## src/rtl/tsw_pkg.sv

```systemverilog
package tsw_pkg;

  localparam int KIND_W = 3;

  typedef enum logic [KIND_W-1:0] {
    K_DIRECT = 3'd0,
    K_GATE   = 3'd1,
    K_SWINT  = 3'd2,
    K_HWINT  = 3'd3,
    K_EXC    = 3'd4,
    K_NTRET  = 3'd5
  } reqKind_e;

  typedef enum logic [2:0] {
    S_IDLE,
    S_SELLD,
    S_DESCLD,
    S_CHECK,
    S_SAVE,
    S_LOAD,
    S_DONE,
    S_FAULT
  } seqState_e;

  typedef struct packed {
    logic latchReq;
    logic stageSel;
    logic stageDesc;
    logic commit;
  } seqStrobe_t;

endpackage

```

## src/rtl/tsw_dpath.sv

```systemverilog
module tsw_dpath
  import tsw_pkg::*;
#(
  parameter int SEL_W  = 16,
  parameter int DESC_W = 64,
  parameter int PL_W   = 2,
  parameter int TI_BIT = 2
) (
  input  logic              clk,
  input  logic              rstN,
  input  seqStrobe_t        stb,
  input  logic [KIND_W-1:0] reqKind,
  input  logic [PL_W-1:0]   cpl,
  input  logic [PL_W-1:0]   rpl,
  input  logic              gateOk,
  input  logic [PL_W-1:0]   gateDpl,
  input  logic              tssOk,
  input  logic [PL_W-1:0]   tssDpl,
  input  logic [SEL_W-1:0]  tgtSel,
  input  logic [DESC_W-1:0] descWord,
  output logic              checkPass,
  output logic [SEL_W-1:0]  pendSel,
  output logic [SEL_W-1:0]  trSel,
  output logic [DESC_W-1:0] trDesc
);

  logic [KIND_W-1:0] kindQ;
  logic [PL_W-1:0]   cplQ, rplQ, gateDplQ, tssDplQ;
  logic              gateOkQ, tssOkQ;
  logic [SEL_W-1:0]  selHold;
  logic [DESC_W-1:0] descHold, pendDesc;

  always_ff @(posedge clk) begin
    if (!rstN) begin
      kindQ    <= '0;
      cplQ     <= '0;
      rplQ     <= '0;
      gateDplQ <= '0;
      tssDplQ  <= '0;
      gateOkQ  <= 1'b0;
      tssOkQ   <= 1'b0;
      selHold  <= '0;
      descHold <= '0;
    end else if (stb.latchReq) begin
      kindQ    <= reqKind;
      cplQ     <= cpl;
      rplQ     <= rpl;
      gateDplQ <= gateDpl;
      tssDplQ  <= tssDpl;
      gateOkQ  <= gateOk;
      tssOkQ   <= tssOk;
      selHold  <= tgtSel;
      descHold <= descWord;
    end
  end

  // staging copies of the task register, committed only on success
  always_ff @(posedge clk) begin
    if (!rstN) begin
      pendSel  <= '0;
      pendDesc <= '0;
    end else begin
      if (stb.stageSel)  pendSel  <= selHold;
      if (stb.stageDesc) pendDesc <= descHold;
    end
  end

  always_ff @(posedge clk) begin
    if (!rstN) begin
      trSel  <= '0;
      trDesc <= '0;
    end else if (stb.commit) begin
      trSel  <= pendSel;
      trDesc <= pendDesc;
    end
  end

  // privilege rule chosen by request path
  logic [PL_W-1:0] effPl;
  logic            privOk, needGate, kindOk;

  assign effPl = (cplQ > rplQ) ? cplQ : rplQ;

  always_comb begin
    privOk   = 1'b0;
    needGate = 1'b0;
    kindOk   = 1'b1;
    unique case (kindQ)
      K_DIRECT: privOk = (cplQ <= tssDplQ);
      K_GATE:   begin privOk = (effPl <= gateDplQ); needGate = 1'b1; end
      K_SWINT:  begin privOk = (cplQ <= gateDplQ);  needGate = 1'b1; end
      K_HWINT,
      K_EXC:    begin privOk = 1'b1; needGate = 1'b1; end
      K_NTRET:  privOk = 1'b1;
      default:  kindOk = 1'b0;
    endcase
  end

  assign checkPass = kindOk & privOk & tssOkQ & ~pendSel[TI_BIT] &
                     (gateOkQ | ~needGate);

  // committed descriptor moves only together with a commit strobe
  p_desc_commit_r10: assert property (@(posedge clk) disable iff (!rstN)
    !$stable(trDesc) |-> $past(stb.commit));

endmodule

```

## src/rtl/tsw_ctrl.sv

```systemverilog
module tsw_ctrl
  import tsw_pkg::*;
#(
  parameter int NUM_KINDS = 6
) (
  input  logic              clk,
  input  logic              rstN,
  input  logic              reqValid,
  input  logic [KIND_W-1:0] reqKind,
  input  logic              checkPass,
  input  logic              memAck,
  output seqStrobe_t        stb,
  output logic              memReq,
  output logic              memWrite,
  output logic              busy,
  output logic              done,
  output logic              fault
);

  seqState_e state, nextState;
  logic      accept;

  assign accept = reqValid && (state == S_IDLE) &&
                  (int'(reqKind) < NUM_KINDS);

  always_ff @(posedge clk) begin
    if (!rstN) state <= S_IDLE;
    else       state <= nextState;
  end

  always_comb begin
    nextState = state;
    unique case (state)
      S_IDLE:   if (accept) nextState = S_SELLD;
      S_SELLD:  nextState = S_DESCLD;
      S_DESCLD: nextState = S_CHECK;
      S_CHECK:  nextState = checkPass ? S_SAVE : S_FAULT;
      S_SAVE:   if (memAck) nextState = S_LOAD;
      S_LOAD:   if (memAck) nextState = S_DONE;
      S_DONE:   nextState = S_IDLE;
      S_FAULT:  nextState = S_IDLE;
      default:  nextState = S_IDLE;
    endcase
  end

  always_comb begin
    stb.latchReq  = accept;
    stb.stageSel  = (state == S_SELLD);
    stb.stageDesc = (state == S_DESCLD);
    stb.commit    = (state == S_LOAD) && memAck;
  end

  assign memReq   = (state == S_SAVE) || (state == S_LOAD);
  assign memWrite = (state == S_SAVE);
  assign busy     = (state != S_IDLE);
  assign done     = (state == S_DONE);
  assign fault    = (state == S_FAULT);

  p_req_hold_r9: assert property (@(posedge clk) disable iff (!rstN)
    memReq && !memAck |=> memReq && $stable(memWrite));

  p_save_first_r9: assert property (@(posedge clk) disable iff (!rstN)
    $rose(memReq) |-> memWrite);

  p_done_pulse_r10: assert property (@(posedge clk) disable iff (!rstN)
    done |=> !done);

  p_fault_pulse_r8: assert property (@(posedge clk) disable iff (!rstN)
    fault |=> !fault && !busy);

  p_excl_r8: assert property (@(posedge clk) disable iff (!rstN)
    !(done && fault));

endmodule

```

## src/rtl/taskSwitchSeq.sv

```systemverilog
module taskSwitchSeq
  import tsw_pkg::*;
#(
  parameter int SEL_W  = 16,
  parameter int DESC_W = 64,
  parameter int PL_W   = 2
) (
  input  logic              clk,
  input  logic              rstN,
  input  logic              reqValid,
  input  logic [KIND_W-1:0] reqKind,
  input  logic [PL_W-1:0]   cpl,
  input  logic [PL_W-1:0]   rpl,
  input  logic              gateOk,
  input  logic [PL_W-1:0]   gateDpl,
  input  logic              tssOk,
  input  logic [PL_W-1:0]   tssDpl,
  input  logic [SEL_W-1:0]  tgtSel,
  input  logic [DESC_W-1:0] descWord,
  input  logic              memAck,
  output logic              memReq,
  output logic              memWrite,
  output logic [SEL_W-1:0]  memSel,
  output logic [SEL_W-1:0]  trSel,
  output logic [DESC_W-1:0] trDesc,
  output logic              busy,
  output logic              done,
  output logic              fault
);

  seqStrobe_t       stb;
  logic             checkPass;
  logic [SEL_W-1:0] pendSel;

  tsw_ctrl u_ctrl (
    .clk(clk), .rstN(rstN), .reqValid(reqValid), .reqKind(reqKind),
    .checkPass(checkPass), .memAck(memAck), .stb(stb),
    .memReq(memReq), .memWrite(memWrite), .busy(busy),
    .done(done), .fault(fault)
  );

  tsw_dpath #(.SEL_W(SEL_W), .DESC_W(DESC_W), .PL_W(PL_W)) u_dpath (
    .clk(clk), .rstN(rstN), .stb(stb), .reqKind(reqKind),
    .cpl(cpl), .rpl(rpl), .gateOk(gateOk), .gateDpl(gateDpl),
    .tssOk(tssOk), .tssDpl(tssDpl), .tgtSel(tgtSel), .descWord(descWord),
    .checkPass(checkPass), .pendSel(pendSel), .trSel(trSel), .trDesc(trDesc)
  );

  assign memSel = memWrite ? trSel : pendSel;

  p_tr_commit_r10: assert property (@(posedge clk) disable iff (!rstN)
    !$stable(trSel) |-> done);

  p_fault_keeps_tr_r8: assert property (@(posedge clk) disable iff (!rstN)
    fault |-> $stable(trSel) && $stable(trDesc));

endmodule

```

## config.mk

```make
export PLATFORM = sky130hd
export DESIGN_NAME = taskSwitchSeq
export DESIGN_NICKNAME = d
export VERILOG_FILES = /design/src/rtl/tsw_pkg.sv /design/src/rtl/tsw_dpath.sv /design/src/rtl/tsw_ctrl.sv /design/src/rtl/taskSwitchSeq.sv
export SDC_FILE = /design/constraint.sdc
export NUM_CORES = 1
export LEC_CHECK = 0
export ABC_CLOCK_PERIOD_IN_PS = 2800
export BUFFER_PORTS_ARGS = -buffer_cell sky130_fd_sc_hd__buf_2
export CORE_ASPECT_RATIO = 0.5
export CORE_MARGIN = 1
export CORE_UTILIZATION = 40
export DETAILED_ROUTE_END_ITERATION = 7
export PLACE_DENSITY = 0.63
export RECOVER_POWER = 25
export SLEW_MARGIN = 20
export SYNTH_ARGS = -nofsm -noshare
export SYNTH_HDL_FRONTEND = slang
export SYNTH_SLANG_ARGS = --single-unit
```

## constraint.sdc

```tcl
create_clock -name clk -period 2.8 [get_ports clk]
set_clock_uncertainty 0.2 [all_clocks]
set_input_delay 0.56 -clock clk [delete_from_list [all_inputs] [get_ports clk]]
set_output_delay 0.56 -clock clk [all_outputs]
set_load 0.01 [all_outputs]
```

### Word-level counts from Yosys, hierarchy flattened

Cells that the tools add are included.

| word-level totals | value |
|---|---|
| logic and storage cells | 63 |
| output and inout port bits | 101 |
| input bits | 97 |
| register bits | 256 |

| operators by class | value |
|---|---|
| bitwise operators | 7 |
| muxes and demuxes | 10 |
| reductions and logical operators | 12 |
| equal/unequal tests | 15 |
| magnitude comparators | 5 |

Operator list:

| kind | count |
|---|---|
| 3-bit one-hot mux with 7 select lines | 1 |
| 3-bit equality test, second input constant | 6 |
| 16-bit 2-to-1 mux | 1 |
| 3-bit by 2-bit equality test with 1-bit output, second input constant | 4 |
| 3-bit 2-to-1 mux | 3 |
| 3-bit by 1-bit equality test with 1-bit output, second input constant | 2 |
| 2-bit <= comparator | 3 |
| 3-bit zero test | 2 |
| 6-bit OR reduction | 1 |
| 1-bit bitwise AND | 4 |
| 2-bit 2-to-1 mux | 2 |
| 2-bit inequality test, second input constant | 2 |
| 1-bit one-hot mux with 4 select lines | 1 |
| 4-bit OR reduction | 1 |
| 1-bit logical AND | 3 |
| 3-bit less-than comparator, second input constant | 1 |
| 3-bit AND reduction | 1 |
| 3-bit nonzero test | 1 |
| 3-bit OR reduction | 1 |
| 2-bit > comparator | 1 |
| 1-bit 2-to-1 mux | 2 |
| 2-bit by 1-bit inequality test with 1-bit output, second input constant | 1 |
| 1-bit NOT | 2 |
| 2-bit OR reduction | 1 |
| 2 further kinds | 2 |

### Depth between registers and ports, before layout

| logic depth | value |
|---|---|
| word-level depth | 10 |
| mapped depth | 11 |
| depth with buffers taken out | 11 |

### Cells and area by module

Synthesis repeated with hierarchy kept, for this count alone.

| second synthesis, totals | value |
|---|---|
| cells, all modules | 903 |
| area total of the unflattened synthesis | 10422.5 um^2 |

Modules (own cells, without submodules):

| module | cells an instance | area each (um^2) | seq. area each (um^2) | instances |
|---|---|---|---|---|
| tsw_dpath | 853 | 9937.0 | 5064.9 | 1 |
| taskSwitchSeq | 18 | 249.0 | 0.0 | 1 |
| tsw_ctrl | 32 | 236.5 | 60.1 | 1 |

### Least setup slack after synthesis

OpenSTA, ideal clock, no wires.

| timing | value |
|---|---|
| kind | reg2out |
| start point | register u_ctrl.state[1] |
| end point | output port memSel[10] |
| cell stages (with the launch flop) | 7 |
| setup slack | 588 ps |
| buffers on the path | 2 |
| arrival time | 1452 ps |
| cell sequence | dfxtp_1 buf_2 inv_4 nand2_2 nor2_2 buf_6 mux2_2 |

| on the way | value |
|---|---|
| word-level cells in the longest chain between the ends | 2 |

Ends and longest elaborated chain:

| item | RTL line | source |
|---|---|---|
| start, declared | tsw_ctrl.sv:20 | `seqState_e state, nextState;` |
| start signal, assigned | tsw_ctrl.sv:28 | `else state <= nextState;` |
| 3-bit equality test | tsw_ctrl.sv:54 | `assign memWrite = (state == S_SAVE);` |
| net memWrite | taskSwitchSeq.sv:22 | `output logic memWrite,` |
| 16-bit 2-to-1 mux | taskSwitchSeq.sv:49 | `assign memSel = memWrite ? trSel : pendSel;` |
| end, declared | taskSwitchSeq.sv:23 | `output logic [SEL_W-1:0] memSel,` |

The timed path passes the listed nets, and every way through them passes these cells.

### Worst setup path in the final report

| timing | value |
|---|---|
| start point | register u_ctrl.state[1] |
| end point | output port memSel[0] |

| on the way | value |
|---|---|
| word-level cells in the longest chain between the ends | 2 |

Ends and longest elaborated chain:

| item | RTL line |
|---|---|
| 3-bit equality test | tsw_ctrl.sv:54 |
| 16-bit 2-to-1 mux | taskSwitchSeq.sv:49 |

Every way passes these cells.

==> qor.csv <==
stage,metric,value,unit
run_status,outcome,finished clean,
cts,clock root cell,clkbuf_16,
sta,setup slack after layout,0.126,ns
setup_path,Crit path required time,2.04,ns
setup_path,Worst setup EP type,primary output,
grt,first-pass GRT wire length,39500,um
setup_path,crit-path cells,inv_4 -> nand2_2 -> nor2_2 -> buf_12 -> mux2_2 -> buf_2,
setup_path,reg2reg end,u_ctrl.state[1],
sta,Setup-failing EPs final,0,
setup_path,Startpoint Class,flip-flop,
drt,via count,8164,
hold_path,hold endpoint,u_dpath.descHold[34],
placed_design,port buffer count,197,
cts,CTS Sinks,256,
drt,DRT iter0 DRCs,378,
power_and_ir_drop,Lkg Pwr,4.43,nW
setup_path,crit-path leading delay family,buffers and inverters,
sta,final cycle utilization of the critical path,95.5,%
drt,Residual DRC,0,
setup_path,cells on worst reg2reg path,9,
synth,post-synthesis register bit count,256,
job,max_cap viols,0,
sta,Worst Tran Pin Value,0.906,ns
grt,global route overflow,0,
cts,# hold bufs at CTS,0,
drt,Final Routed Wirelength,24200,um
die,full die area,25700,um^2
setup_path,reg2reg start,u_dpath.cplQ[1],
power_and_ir_drop,PwrDens,660,nW/um^2
placed_design,routability cong.,0.777,
cts,clk_lat worst skew,0.52,ns
cts,CTS tree,done,
drt,Vias/cell,4.83,
grt,vias in the first global route,7784,
sta,setup_tns,0,ns
synth,most common flop cell mapped by yosys,dfxtp_1,
finish,utilization after layout,49.0,%
placed_design,pre-CTS setup slack,0.372,ns
cts,Clock Pin Slew Worst Setup and Hold Paths,0.07,ns
die,chip width,226,um
setup_path,Reg2Reg Setup Slack,0.32,ns
cts,CTS Buf Count,24,
sta,Rel. slew slack,39.4,%
synth,"Seq/Total Area, Yosys",51.2,%
cts,CTS max path bufs,3,
finish,Finished Layout Cells,1689,
finish,fin nets,1444,
synth,Post-synth EDFFs,0,
finish,Area Growth Syn to Fin,18.9,%
grt,pin count of the biggest net entering global routing,81,
setup_path,WP buf/inv,3,
die,Rows,40,
synth,Mapped Avg Cell Area,8.50,um^2
setup_path,CP arrival,1.91,ns
power_and_ir_drop,Peak VDD IR,0.346,mV
cts,# Post-CTS Setup Buffers,0,
synth,Synth Instances,1178,
sta,Slew Limit Fails,0,
setup_path,Crit Path Max Fanout,17,
synth,Post-Syn Area,10000,um^2
drt,post-route ant nets,0,
drt,WL/cell,14.3,um
placed_design,Placed Cells,1648,
setup_path,Setup CP Type,flip-flop to primary output,
setup_path,Worst path max stage delay,0.38,ns
synth,Syn. warnings,0,
cts,htree depth,1,
sta,Fmax,0.374,GHz
placed_design,Final HPWL DP,15800,um
sta,RSZ-0062 raised after global routing,no,
hold_path,HP Class,primary input to flip-flop,
hold_path,hold_sp,descWord[34],
synth,post-synthesis net count,1284,
drt,Pre-antenna DRT Iters,4,
synth,Async SR Flop Fraction,0,%
synth,synth unique cells,39,
die,Initial Utilization,41.2,%
grt,antenna violations before repair,2,
grt,GRT Overall Usage,18.9,%
die,Die Ht,114,um
sta,Fin. Hold Viols,0,
finish,layout cells sized above 1,15.9,%
die,Top Ports,198,
sta,Final min period,2.67,ns
die,Core ar.,24300,um^2
setup_path,CP max stage cell,dfxtp_2,
finish,Fillers,2412,
sta,hold slack,0.0714,ns
hold_path,hold path depth,3,
==> metal layers <==
layer | up-vias | wire length, um | track usage (%)
met3 | 28 | 916 | 3.63
met1 | 3887 | 11400 | 24.9
li1 | 4129 | - | -
met5 | - | 0 | 0
met2 | 120 | 11500 | 32.2
met4 | 0 | 384 | 3.95
==> layout by cell type (no fill, tap or decap), types with 3 or more instances in the layout <==
cell type / synthesis / final
clkbuf_8: 0 / 3
buf_4: 2 / 14
a21boi_0: 81 / 81
inv_1: 10 / 10
mux2_2: 16 / 16
nor2_1: 6 / 7
ha_1: 9 / 9
dfxtp_1: 256 / 254
nor2b_1: 3 / 3
clkinv_2: 0 / 5
nand2_1: 508 / 508
a21boi_1: 171 / 171
buf_2: 41 / 129
clkbuf_1: 28 / 71
a21oi_1: 3 / 3
nand3_1: 3 / 3
buf_12: 0 / 6
o21ai_0: 4 / 4
clkbuf_16: 0 / 25
==> worst reg2reg max path: stages, from the launching register on <==
cell and delay [ns]:
dfxtp_1 0.41, inv_1 0.06, ha_1 0.29, nor2_1 0.04
o22ai_1 0.15, mux2i_1 0.22, ha_1 0.25, a2111oi_0 0.41
a211oi_1 0.17, a31oi_1 0.20
==> what timing repair did <==
item | CTS | global route
gates resized for setup | 3 | 2
pin swaps | 0 | 0
endpoints found under the setup margin | 16 | 16
==> stage by stage <==
step                power [mW]  cell area [um^2]
CTS                       7.97             12000
global route              8.21             11900
floorplan                 4.42             10000
finish                    7.86             11900
detailed placement        4.69             11200
global placement          4.67             11200
==> flip-flops by register name (all words and copies together) (netlist names) <==
register / count
u_ctrl.state: 3
u_dpath.cplQ: 2
u_dpath.descHold: 64
u_dpath.gateDplQ: 2
u_dpath.gateOkQ: 1
u_dpath.kindQ: 3
u_dpath.pendDesc: 64
u_dpath.pendSel: 16
u_dpath.rplQ: 2
u_dpath.selHold: 16
u_dpath.trDesc: 64
u_dpath.trSel: 16
u_dpath.tssDplQ: 2
u_dpath.tssOkQ: 1
==> how the worst max path moves through the flow <==
| stage | cells after the start | start | slack [ns] | to |
|---|---|---|---|---|
| after floorplan | 6 | u_ctrl.state[1] | 0.59 | memSel[10] |
| after global placement | 9 | u_dpath.cplQ[1] | 0.41 | u_ctrl.state[1] |
| after detailed placement | 9 | u_dpath.cplQ[1] | 0.37 | u_ctrl.state[1] |
| after CTS | 5 | u_ctrl.state[2] | 0.0002 | memSel[15] |
| after global routing | 6 | u_ctrl.state[1] | 0.03 | memSel[3] |
| final | 6 | u_ctrl.state[1] | 0.13 | memSel[0] |
==> cell families after synthesis <==
kind of cell | count (synthesis) | share of synthesized area [%]
adder cells (fa/ha/maj) | 9 | 1.13
buffers and inverters | 95 | 4.94
AND/OR/NAND/NOR | 529 | 20.5
flip-flops | 256 | 51.2
multiplexers | 17 | 1.90
XOR/XNOR | 1 | 0.0875
AO/OA/AOI/OAI | 271 | 20.3
==> where the power goes <==
part           total [mW]  internal, mW  leakage [nW]  switching (mW)
clock network        3.27          1.89         0.382            1.39
registers            3.85          3.78          2.08          0.0769
logic               0.736         0.282          1.98           0.454
total                7.86          5.94          4.43            1.92
==> cell type report <==
type	count	area [um^2]	share of cell area (%)
clock inverters	8	92.6	0.778
repair buffers	217	1130	9.52
inverters	12	47.5	0.399
diodes	1	2.50	0.0210
well taps	336	420	3.53
flip-flops and latches	256	5130	43.1
clock buffers	32	682	5.73
multi-input cells	827	4400	36.9
==> cells in the mapped netlist, types with 3 or more instances <==
master / instances / area share [%]
buf_2: 41 / 2.1
dfxtp_1: 256 / 51
nor2_1: 6 / 0.23
nand2_1: 508 / 19
nand3_1: 3 / 0.15
and3_1: 3 / 0.19
a21boi_0: 81 / 6.1
mux2_2: 16 / 1.8
o21ai_0: 4 / 0.20
a21boi_1: 171 / 13
nor2b_1: 3 / 0.19
a21oi_1: 3 / 0.15
inv_1: 10 / 0.38
ha_1: 9 / 1.1
clkbuf_1: 28 / 1.1
buf_6: 10 / 1.1
No activity file was read; power rests on OpenSTA's default activity.
